`src/rtl/irq_nest_pkg.sv`:
```
package irq_nest_pkg;

    localparam int PRIO_W  = 6;
    localparam int TOP_LVL = (1 << PRIO_W) - 1;
    localparam int DEV_MAX = TOP_LVL - 1;

    typedef logic [PRIO_W-1:0] prio_t;

    typedef struct packed {
        logic  valid;
        prio_t level;
    } prio_cmd_t;

    typedef struct packed {
        prio_t base;
        logic  pop;
        logic  err;
        logic  take;
        prio_t next;
    } gate_out_t;

    // devices may never claim the software-exclusive level
    function automatic prio_t dev_clamp(prio_t lvl);
        return (lvl == prio_t'(TOP_LVL)) ? prio_t'(DEV_MAX) : lvl;
    endfunction

endpackage

```
`src/rtl/prio_save_stack.sv`:
```
module prio_save_stack
    import irq_nest_pkg::*;
#(
    parameter int DEPTH = 8
) (
    input  logic                       clk,
    input  logic                       rst,
    input  logic                       push,
    input  prio_t                      push_data,
    input  logic                       pop,
    output prio_t                      top_data,
    output logic                       empty,
    output logic                       full
);
    localparam int CNT_W = $clog2(DEPTH + 1);
    localparam int IDX_W = (DEPTH > 1) ? $clog2(DEPTH) : 1;

    prio_t            mem [DEPTH];
    logic [CNT_W-1:0] count_q;
    logic [IDX_W-1:0] wr_idx;
    logic [IDX_W-1:0] rd_idx;
    logic [CNT_W-1:0] wr_full;
    logic [CNT_W-1:0] rd_full;

    assign wr_full  = count_q - CNT_W'(pop);
    assign rd_full  = count_q - CNT_W'(1);
    assign wr_idx   = IDX_W'(wr_full);
    assign rd_idx   = IDX_W'(rd_full);
    assign empty    = (count_q == '0);
    assign full     = (count_q == CNT_W'(DEPTH));
    assign top_data = empty ? '0 : mem[rd_idx];

    always_ff @(posedge clk) begin
        if (rst) begin
            count_q <= '0;
        end else begin
            count_q <= count_q + CNT_W'(push) - CNT_W'(pop);
        end
    end

    always_ff @(posedge clk) begin
        if (!rst && push) begin
            mem[wr_idx] <= push_data;
        end
    end

    // the stack is never written past its last entry
    a_r7_no_overflow: assert property (@(posedge clk) disable iff (rst)
        (push && !pop) |-> !full);

    // an empty stack is never popped
    a_r8_no_underflow: assert property (@(posedge clk) disable iff (rst)
        pop |-> !empty);

endmodule

```
`src/rtl/prio_gate.sv`:
```
module prio_gate
    import irq_nest_pkg::*;
(
    input  prio_t     cur_prio,
    input  logic      ret_pulse,
    input  prio_cmd_t set_cmd,
    input  prio_cmd_t req_cmd,
    input  prio_t     saved_top,
    input  logic      stk_empty,
    input  logic      stk_full,
    output gate_out_t gate
);
    prio_t req_eff;
    logic  room;

    always_comb begin
        gate = '0;
        // step 1: the return is applied first, then the set command
        if (ret_pulse) begin
            if (stk_empty) begin
                gate.base = '0;
                gate.err  = 1'b1;
            end else begin
                gate.base = saved_top;
                gate.pop  = 1'b1;
            end
        end else if (set_cmd.valid) begin
            gate.base = set_cmd.level;
        end else begin
            gate.base = cur_prio;
        end
        // step 2: compare the request against the resulting priority
        req_eff   = dev_clamp(req_cmd.level);
        room      = !stk_full || gate.pop;
        gate.take = req_cmd.valid && (req_eff > gate.base) && room;
        gate.next = gate.take ? req_eff : gate.base;
    end

endmodule

```
`src/rtl/irq_nest_ctrl.sv`:
```
module irq_nest_ctrl
    import irq_nest_pkg::*;
#(
    parameter int STACK_DEPTH = 8
) (
    input  logic              clk,
    input  logic              rst,
    input  logic              req_valid,
    input  logic [PRIO_W-1:0] req_prio,
    input  logic              ret_pulse,
    input  logic              setp_valid,
    input  logic [PRIO_W-1:0] setp_level,
    output logic              req_accept,
    output logic [PRIO_W-1:0] cur_prio,
    output logic              ret_err
);
    prio_t     cur_q;
    logic      acc_q;
    logic      err_q;
    prio_t     saved_top;
    logic      stk_empty;
    logic      stk_full;
    gate_out_t gate;
    prio_cmd_t set_cmd;
    prio_cmd_t req_cmd;

    assign set_cmd = '{valid: setp_valid, level: setp_level};
    assign req_cmd = '{valid: req_valid,  level: req_prio};

    prio_gate u_gate (
        .cur_prio  (cur_q),
        .ret_pulse (ret_pulse),
        .set_cmd   (set_cmd),
        .req_cmd   (req_cmd),
        .saved_top (saved_top),
        .stk_empty (stk_empty),
        .stk_full  (stk_full),
        .gate      (gate)
    );

    prio_save_stack #(.DEPTH(STACK_DEPTH)) u_stack (
        .clk       (clk),
        .rst       (rst),
        .push      (gate.take),
        .push_data (gate.base),
        .pop       (gate.pop),
        .top_data  (saved_top),
        .empty     (stk_empty),
        .full      (stk_full)
    );

    always_ff @(posedge clk) begin
        if (rst) begin
            cur_q <= '0;
            acc_q <= 1'b0;
            err_q <= 1'b0;
        end else begin
            cur_q <= gate.next;
            acc_q <= gate.take;
            err_q <= gate.err;
        end
    end

    assign cur_prio   = cur_q;
    assign req_accept = acc_q;
    assign ret_err    = err_q;

    // a request not above the current level, with no return or set, is refused
    a_r2_refuse_not_higher: assert property (@(posedge clk) disable iff (rst)
        (req_valid && !ret_pulse && !setp_valid && (dev_clamp(req_prio) <= cur_prio))
        |=> !req_accept);

    // an accept pulse always follows a presented request
    a_r3_accept_from_req: assert property (@(posedge clk) disable iff (rst)
        req_accept |-> $past(req_valid));

    // a taken request never lands at the exclusive level
    a_r4_never_exclusive: assert property (@(posedge clk) disable iff (rst)
        req_accept |-> (cur_prio != prio_t'(TOP_LVL)));

    // a set without a return lands unless a request was taken over it
    a_r5_set_lands: assert property (@(posedge clk) disable iff (rst)
        (setp_valid && !ret_pulse) |=> (req_accept || (cur_prio == $past(setp_level))));

    // an empty return leaves level 0 unless a request was taken in the same cycle
    a_r8_err_zero: assert property (@(posedge clk) disable iff (rst)
        (ret_err && !req_accept) |-> (cur_prio == '0));

endmodule

```
`config.mk`:
```
export PLATFORM = sky130hd
export DESIGN_NAME = irq_nest_ctrl
export DESIGN_NICKNAME = d
export VERILOG_FILES = /design/src/rtl/irq_nest_pkg.sv /design/src/rtl/prio_save_stack.sv /design/src/rtl/prio_gate.sv /design/src/rtl/irq_nest_ctrl.sv
export SDC_FILE = /design/constraint.sdc
export NUM_CORES = 1
export LEC_CHECK = 0
export ABC_AREA = 1
export BUFFER_PORTS_ARGS = -buffer_cell sky130_fd_sc_hd__buf_2
export CORE_ASPECT_RATIO = 2
export CORE_MARGIN = 4
export CORE_UTILIZATION = 35
export CTS_CLUSTER_DIAMETER = 60
export DETAILED_ROUTE_END_ITERATION = 10
export GPL_TIMING_DRIVEN = 0
export PLACE_DENSITY = 0.61
export RECOVER_POWER = 25
export REMOVE_ABC_BUFFERS = 1
export SYNTH_ARGS = -nofsm -noshare
export SYNTH_HDL_FRONTEND = slang
export SYNTH_SLANG_ARGS = --single-unit
```
`constraint.sdc`:
```
create_clock -name clk -period 6.6 [get_ports clk]
set_input_delay 0.99 -clock clk [delete_from_list [all_inputs] [get_ports clk]]
set_output_delay 0.99 -clock clk [all_outputs]
set_load 0.02 [all_outputs]
```
==> flow_summary.json, run 1 <==
{
  "yosys_register_bits": 60,
  "cts_buffer_depth": 2,
  "hold_ws_ps": 651,
  "powerDensity_nw_per_um2": 459,
  "hold_path_class": "reg2reg",
  "core_area_sq_um": 8590,
  "synth_xor_area_share_pct": 0.853,
  "grt_pass1_wl_mm": 10.3,
  "hold_viol": 0,
  "vias": 2220,
  "fmax_mhz": 183,
  "ys_types": 26,
  "worstPathArrival_ps": 5680,
  "multiInputGateArea_sq_um": 1060,
  "grt_pass1_vias": 2144,
  "cts_tree": "yes",
  "die_w_um": 74.3,
  "syn_inst": 345,
  "antenna_found_initial": 0,
  "crit_slowest_cell": "dfxtp_1",
  "fin_total_pwr_mw": 1.61,
  "critPathMaxStageDelay_ps": 920,
  "critPathBufInv": 4,
  "die_area_sq_um": 10500,
  "first_iter_violations": 74,
  "synth_top_area_cell": "edfxtp_1",
  "synth_mux_area_share_pct": 0,
  "rows": 48,
  "area_delta_synth_final_pct": 13.7,
  "yosys_warnings": 0,
  "seq_area_frac_synth_pct": 54.6,
  "place.gp.congestion": 0.878,
  "io_pins": 25,
  "drc": 0,
  "grt_usage_pct": 13.6,
  "diodes": 0,
  "path_class": "reg2reg",
  "finish.utilization_pct": 40.8,
  "nets": 399,
  "clkSinkCount": 60,
  "place_ws_ps": 1320,
  "slew_violations": 0,
  "setup_viol": 0,
  "synthAdderAreaFrac_pct": 6.75,
  "worst_slack_ps": 1130,
  "htreeDepth": 3,
  "avgViaCountPerCell": 4.71,
  "synth_top_family_by_area": "simple AND/OR/NAND/NOR gates",
  "dp_cells": 455,
  "grt_max_degree": 27,
  "fin_crit_ps": 5470,
  "ant_nets": 0,
  "drt-met1-wl_mm": 2.21,
  "synth-compound-area-share_pct": 1.63,
  "final_common_cell": "nand2_1",
  "fin_area_sq_um": 3500,
  "synth_simple_gate_area_share_pct": 25.1,
  "io_buffers": 24,
  "layout-drive-gt1-share_pct": 9.70,
  "synth.area.top_cells": "edfxtp_1 (47%), nand2_1 (13%), dfxtp_1 (7.8%), inv_1 (7.4%), nand3_1 (6.5%)",
  "peakVddDrop_v": 0.000304,
  "top_layer": "met4",
  "cts_hold_buf": 0,
  "tns_ps": 0,
  "rsz0062_at_grt": "no",
  "fill_cells": 854,
  "wl_met2_mm": 3.78,
  "maxCapViolCount": 0,
  "worst_setup_path_end_kind": "flop",
  "required_ps": 6810,
  "hp-start": "u_stack.count_q[1]",
  "worstSetupStartpointType": "flop",
  "yosys.area.top_type_share_pct": 46.8,
  "crit_path_cell_trace": "inv_1 -> ha_1 -> inv_1 -> nand3_1 -> nand3_1 -> nand3_1 -> nand2_1 -> ha_1 -> nand2_1 -> nor3_1 -> nor2_2 -> nand2_2 -> ha_1 -> inv_1 -> ha_1 -> inv_1 -> fa_1 -> xor2_1 -> nor2_1",
  "worstPathMaxFanout": 26,
  "r2r_start": "u_stack.count_q[0]",
  "critical_path.startpoint": "u_stack.count_q[0]",
  "path_clk_slew_ps": 50,
  "hpwl_mm": 4.93,
  "wl_met3_um": 209,
  "cts_root_buf": "clkbuf_16",
  "slew_headroom_pct": 38.4,
  "final_cell_mix": "nand2_1 (105), inv_1 (62), edfxtp_1 (48)",
  "initial_utilization_pct": 35.9,
  "cts_buffers": 9,
  "avgSynthCellArea_sq_um": 8.93,
  "regArea_sq_um": 1680,
  "die_h_um": 141,
  "skew_ps": 5.43,
  "critPathTopFamily": "adder cells",
  "finalCritPeriodShare_pct": 82.8,
  "wl_per_cell_um": 13.9,
  "stdcell_count": 471,
  "tightest_slew_ps": 923,
  "wl_mm": 6.52,
  "insertion_delay_ps": 320,
  "drt_pass1_iterations": 4,
  "status": "complete, no violations",
  "placed_area_sq_um": 3220,
  "power_leakage_nw": 1.63,
  "grt_overflow": 0,
  "syn_area_sq_um": 3080,
  "cts_resized": 0,
  "post-cts-setup-buffer-count": 0
}
## worst paths after layout
| kind | cells after the start | endpoint | slack, ps |
|---|---|---|---|
| setup / recovery | 19 | u_stack.count_q[2] | 1130 |
| hold / removal | 2 | u_stack.count_q[1] | 650 |
| setup reg to reg | 19 | u_stack.count_q[2] | 1130 |
| hold reg to reg | 2 | u_stack.count_q[1] | 650 |
## Yosys cell counts, drive strengths merged
library cell,number
o21ai,6
nor3b,2
bufbuf,1
a21oi,4
nor2,28
dfxtp,12
nor3,1
edfxtp,48
buf,8
clkbuf,5
fa,1
xor2,2
nand2,108
ha,15
or2,1
xnor2,1
inv,62
nand3,40
## where the power goes
part / internal, mW / leakage, nW / switching, mW
sequential: 0.513 / 0.536 / 0.0367
clock: 0.299 / 0.143 / 0.150
combinational: 0.182 / 0.952 / 0.427
total: 0.994 / 1.63 / 0.614
## cell type report
| class | count | area share [%] |
|---|---|---|
| clock buffers | 11 | 6.93 |
| multi-input cells | 209 | 30.2 |
| clock inverters | 5 | 1.47 |
| inverters | 62 | 6.65 |
| repair buffers | 24 | 3.15 |
| flip-flops and latches | 60 | 48.0 |
| well taps | 100 | 3.57 |
## routing by layer
metal / global-route usage, % / vias to the layer above
li1: - / 1125
met1: 12.6 / 1017
met2: 25.4 / 57
met3: 3.00 / 21
met4: 8.44 / 0
met5: 0 / -
## sequential cells by signal, summed over array words and instances (netlist names)
signal,flops
req_accept,1
u_stack.count_q,4
u_stack.mem,48
cur_prio,6
ret_err,1
## tightest hold or removal path, cell delays in order, from the launching register on
cell and delay, ps:
dfxtp_1 380, fa_1 190, nor2_1 40
## cells by family after synthesis
logic type	Yosys count
compound gates	10
buf+inv	76
fa+ha+maj	16
xor+xnor	3
flops	60
simple gates	180
Power figures use the tool's default switching activity.
==> inputs of run 2 (changes only) <==
- clock period: 6.6 -> 5.6 ns (I/O delays scaled with it)
==> run 2 against run 1 <==
Clock-buffer cell count stayed put. Sequential cell count unchanged. Worst setup slack lost 320 ps. Via count fell by 0.18%. Maximum frequency is 14% higher. Final cell count stayed put. Critical path depth is 1 higher. Sequential share of layout area barely moved. Hold slack hardly changed. Largest cell class unchanged.
==> flow_summary.json, run 2 (synthesized netlist as in run 1, its figures left out) <==
{
  "tightest_slew_ps": 575,
  "finalCritPeriodShare_pct": 85.4,
  "cts_root_buf": "clkbuf_16",
  "fin_total_pwr_mw": 1.89,
  "nets": 399,
  "status": "complete, no violations",
  "post-cts-setup-buffer-count": 0,
  "worstSetupStartpointType": "flop",
  "reg2reg_slack_ps": 820,
  "final_common_cell": "nand2_1",
  "tns_ps": 0,
  "setup_viol": 0,
  "die_w_um": 74.3,
  "placed_area_sq_um": 3220,
  "largest-register": "u_stack.mem",
  "vias": 2216,
  "path_class": "reg2reg",
  "cts_buffer_depth": 2,
  "wl_mm": 6.52,
  "diodes": 0,
  "path_clk_slew_ps": 50,
  "htreeDepth": 3,
  "grt_max_degree": 27,
  "slew_headroom_pct": 61.5,
  "clkSinkCount": 60,
  "cts_resized": 0,
  "io_pins": 25,
  "io_buffers": 24,
  "rsz0062_at_grt": "no",
  "first_iter_violations": 74,
  "peakVddDrop_v": 0.000358,
  "cts_hold_buf": 0,
  "slew_violations": 0,
  "cts_tree": "yes",
  "multiInputGateArea_sq_um": 1060,
  "area_delta_synth_final_pct": 13.7,
  "grt_overflow": 0,
  "place.gp.congestion": 0.878,
  "antenna_found_initial": 0,
  "die_h_um": 141,
  "layout-drive-gt1-share_pct": 10.2,
  "cts_buffers": 9,
  "hold_viol": 0,
  "drc": 0,
  "insertion_delay_ps": 320,
  "powerDensity_nw_per_um2": 541,
  "power_leakage_nw": 1.63,
  "required_ps": 5810,
  "grt_pass1_wl_mm": 10.3,
  "fin_area_sq_um": 3500,
  "initial_utilization_pct": 35.9,
  "fill_cells": 854,
  "ant_nets": 0,
  "hold_path_class": "reg2reg",
  "largest_reg_flops": 48,
  "core_area_sq_um": 8590,
  "wl_per_cell_um": 13.8,
  "worstPathMaxFanout": 26,
  "maxCapViolCount": 0,
  "fmax_mhz": 209,
  "avgViaCountPerCell": 4.70,
  "finish.utilization_pct": 40.8,
  "fin_crit_ps": 4780,
  "drt_pass1_iterations": 4,
  "final_cell_mix": "nand2_1 (105), inv_1 (61), edfxtp_1 (48)",
  "grt_pass1_vias": 2144,
  "worstPathArrival_ps": 4990,
  "skew_ps": 5.43,
  "worst_setup_path_end_kind": "flop",
  "rows": 48,
  "grt_usage_pct": 13.6,
  "regArea_sq_um": 1680,
  "die_area_sq_um": 10500,
  "hpwl_mm": 4.93
}
==> run 2: cell counts in the layout (fill, tap and decap cells not counted) <==
No cell type changed its count.
==> run 2: worst paths after layout <==
kind / start / endpoint / depth (start not counted)
min reg2reg: u_stack.count_q[1] / u_stack.count_q[1] / 2
max: u_stack.count_q[0] / u_stack.count_q[2] / 20
max reg2reg: u_stack.count_q[0] / u_stack.count_q[2] / 20
min: u_stack.count_q[1] / u_stack.count_q[1] / 2
==> run 2: stage by stage <==
step | setup slack, ps | hold slack, ps | std cells
floorplan | 1540 | 606 | 331
global placement | 385 | 641 | 455
detailed placement | 315 | 661 | 455
CTS | 301 | 668 | 471
global route | 344 | 716 | 471
finish | 817 | 651 | 471
==> run 2: power by group <==
| part | switching (mW) | internal [mW] |
|---|---|---|
| registers | 0.0437 | 0.606 |
| clock network | 0.177 | 0.352 |
| logic | 0.503 | 0.214 |
| total | 0.724 | 1.17 |
==> run 2: critical path, stage by stage, from the launching register on <==
cell,delay (ps)
dfxtp_2,650
inv_2,320
ha_1,560
inv_1,350
nand3_1,140
nand3_1,100
nand3_1,100
nand2_1,330
inv_1,100
ha_1,310
nand2_1,80
nor3_1,300
nor2_2,70
nand2_2,140
ha_1,250
inv_1,60
ha_1,170
inv_1,60
fa_1,370
xor2_1,140
nor2_1,50
==> run 2: layout make-up <==
cell class,count,share of cell area (%)
inverters,62,6.65
clock buffers,11,6.93
repair buffers,24,3.14
multi-input cells,209,30.2
flip-flops and latches,60,48.1
clock inverters,5,1.46
well taps,100,3.57
==> run 2: per-layer routing <==
layer  vias up  track usage [%]  part of all wire [%]
met3        21             3.00                   3.4
met4         0             8.44                   5.0
met1      1013             12.6                    34
li1       1125                -                     -
met5         -                0                     0
met2        57             25.4                    58
==> inputs of run 3 (changes only) <==
- ABC_AREA: 1 -> not set
- CORE_UTILIZATION: 35 -> 46
- PLACE_DENSITY: 0.61 -> 0.74
==> run 3 against run 2 <==
Power down 2.5%. Maximum frequency decreased by 7.3%. Non-clock buffer count unchanged. Hold slack got worse by 1.7 ps. Sequential power fell by 2%. Core utilization grew 15 points. Clock-buffer cell count fell by 1. Clock skew is 6.0 ps higher. Sequential share of layout area rose by 1.7 points. Clock power rose by 15%. First-iteration DRC count rose by 120%. Critical path type unchanged. Largest cell class unchanged. Highest routed layer unchanged.
==> flow_summary.json, run 3 <==
{
  "status": "complete, no violations",
  "hold_path_class": "reg2reg",
  "layout-drive-gt1-share_pct": 16.1,
  "peakVddDrop_v": 0.000243,
  "yosys.area.top_type_share_pct": 49.5,
  "crit_slowest_cell": "dfxtp_1",
  "die_h_um": 121,
  "initial_utilization_pct": 47.7,
  "seq_area_frac_synth_pct": 57.7,
  "worstPathArrival_ps": 5360,
  "finalCritPeriodShare_pct": 92.1,
  "nets": 251,
  "core_area_sq_um": 6110,
  "clkSinkCount": 60,
  "tns_ps": 0,
  "hold_viol": 0,
  "path_class": "reg2reg",
  "async_flop_share_pct": 0,
  "avgSynthCellArea_sq_um": 14.9,
  "grt_overflow": 0,
  "fmax_mhz": 194,
  "cpMostUsedCell": "ha_1",
  "required_ps": 5800,
  "worstSetupStartpointType": "flop",
  "drt_pass1_iterations": 4,
  "power_leakage_nw": 1.31,
  "grt_usage_pct": 16.9,
  "synth-main-ff-cell": "edfxtp_1",
  "setup_viol": 0,
  "ant_nets": 0,
  "diodes": 0,
  "r2r_cells": 16,
  "fin_area_sq_um": 3380,
  "grt_pass1_wl_mm": 9.37,
  "yosys_warnings": 0,
  "insertion_delay_ps": 330,
  "synth_common_cells": "edfxtp_1 (48), ha_1 (15), inv_1 (13)",
  "cts_buffers": 9,
  "placed_area_sq_um": 3070,
  "slew_headroom_pct": 31.3,
  "tightest_slew_ps": 1030,
  "synth_edf_count": 48,
  "wl_mm": 5.85,
  "fin_total_pwr_mw": 1.85,
  "cts_buffer_depth": 2,
  "maxCapViolCount": 0,
  "powerDensity_nw_per_um2": 546,
  "critPathMaxStageDelay_ps": 820,
  "finish.utilization_pct": 55.4,
  "grt_max_degree": 17,
  "vias": 1758,
  "r2r_start": "u_stack.count_q[0]",
  "largest-register": "u_stack.mem",
  "crit_path_cell_trace": "inv_1 -> ha_1 -> mux4_1 -> o211a_1 -> a211oi_2 -> ha_1 -> nor2b_1 -> o21bai_1 -> a31o_2 -> ha_1 -> inv_1 -> ha_1 -> inv_1 -> fa_1 -> xor2_1 -> nor2_1",
  "rows": 40,
  "slew_violations": 0,
  "rsz0062_at_grt": "no",
  "cts_root_buf": "clkbuf_16",
  "synth.area.top_cells": "edfxtp_1 (49%), mux4_1 (9.0%), dfxtp_1 (8.2%), ha_1 (6.4%), a211oi_2 (2.1%)",
  "io_pins": 25,
  "skew_ps": 11.4,
  "cts_resized": 0,
  "largest_reg_flops": 48,
  "path_clk_slew_ps": 50,
  "final_cell_mix": "edfxtp_1 (48), buf_2 (16), ha_1 (15)",
  "worst_setup_path_end_kind": "flop",
  "timing.rr.end": "u_stack.count_q[2]",
  "htreeDepth": 3,
  "fill_cells": 529,
  "final_common_cell": "edfxtp_1",
  "place.gp.congestion": 0.819,
  "drc": 0,
  "fin_crit_ps": 5160,
  "ys_types": 36,
  "syn_area_sq_um": 2910,
  "avgViaCountPerCell": 5.73,
  "die_area_sq_um": 7750,
  "synth_top_area_cell": "edfxtp_1",
  "yosysMostFrequentCell": "edfxtp_1",
  "cts_hold_buf": 0,
  "critical_path.endpoint": "u_stack.count_q[2]",
  "hpwl_mm": 4.09,
  "yosys_register_bits": 60,
  "die_w_um": 64.3,
  "antenna_found_initial": 0,
  "reg2reg_slack_ps": 440,
  "syn_inst": 196,
  "first_iter_violations": 163,
  "grt_pass1_vias": 1785,
  "area_delta_synth_final_pct": 16.1,
  "io_buffers": 24,
  "worstPathMaxFanout": 16,
  "cts_tree": "yes",
  "post-cts-setup-buffer-count": 0,
  "critical_path.startpoint": "u_stack.count_q[0]",
  "wl_per_cell_um": 19.1
}
run 3: changes by cell type in the layout (fill, tap and decap cells not counted), sizes merged, moves of 7 or more:
cell,before,now
a311oi,0,7
inv,62,13
nand2,108,5
mux4,0,12
nand3,40,2
nor2,28,12
a211oi,0,10
run 3: cells by family (layout without fill, tap and decap cells):
group	after synthesis	in the layout	share of synthesized area [%]
flops	60	60	57.7
simple gates	38	38	6.96
compound gates	34	34	10.4
buf+inv	26	53	3.99
mux	18	18	12.6
fa+ha+maj	16	16	7.13
xor+xnor	4	4	1.20
run 3: metal layers:
layer  GRT usage (%)  share of wire (%)
met1            17.3                 37
met2            28.6                 54
met3            4.83                3.5
met4            12.5                5.4
met5               0                  0
run 3: worst min path at each step:
stage	start	end	depth (start not counted)
global placement	u_stack.count_q[3]	u_stack.count_q[3]	4
finish	u_stack.count_q[1]	u_stack.count_q[1]	2
global route	u_stack.count_q[1]	u_stack.count_q[1]	2
floorplan	u_stack.count_q[1]	u_stack.count_q[1]	2
detailed placement	u_stack.count_q[3]	u_stack.count_q[3]	4
CTS	u_stack.count_q[3]	u_stack.count_q[3]	4
run 3: area by class of cell:
| cell class | instances | area, sq um | share of cell area [%] |
|---|---|---|---|
| well taps | 84 | 105 | 3.11 |
| clock buffers | 10 | 229 | 6.77 |
| clock inverters | 6 | 103 | 3.03 |
| flip-flops and latches | 60 | 1680 | 49.7 |
| inverters | 13 | 48.8 | 1.44 |
| repair buffers | 24 | 110 | 3.25 |
| multi-input cells | 110 | 1110 | 32.7 |
run 3: metrics by stage:
step / std cells / worst slack (ps) / hold slack, ps
floorplan: 183 / 1420 / 606
global placement: 291 / 490 / 631
detailed placement: 291 / 472 / 650
CTS: 307 / 408 / 663
global route: 307 / 110 / 706
finish: 307 / 440 / 649
run 3: critical path: cells and delay by family, from the launching register on:
| family | cells | cell delay, ps |
|---|---|---|
| adder cells (fa/ha/maj) | 5 | 1780 |
| AO/OA/AOI/OAI | 4 | 1400 |
| flip-flops | 1 | 820 |
| multiplexers | 1 | 440 |
| buffers and inverters | 3 | 270 |
| AND/OR/NAND/NOR | 2 | 180 |
| XOR/XNOR | 1 | 140 |
run 3: power breakdown:
part           internal (mW)  switching, mW
combinational          0.231          0.366
sequential             0.598         0.0404
clock                  0.430          0.182
total                   1.26          0.588
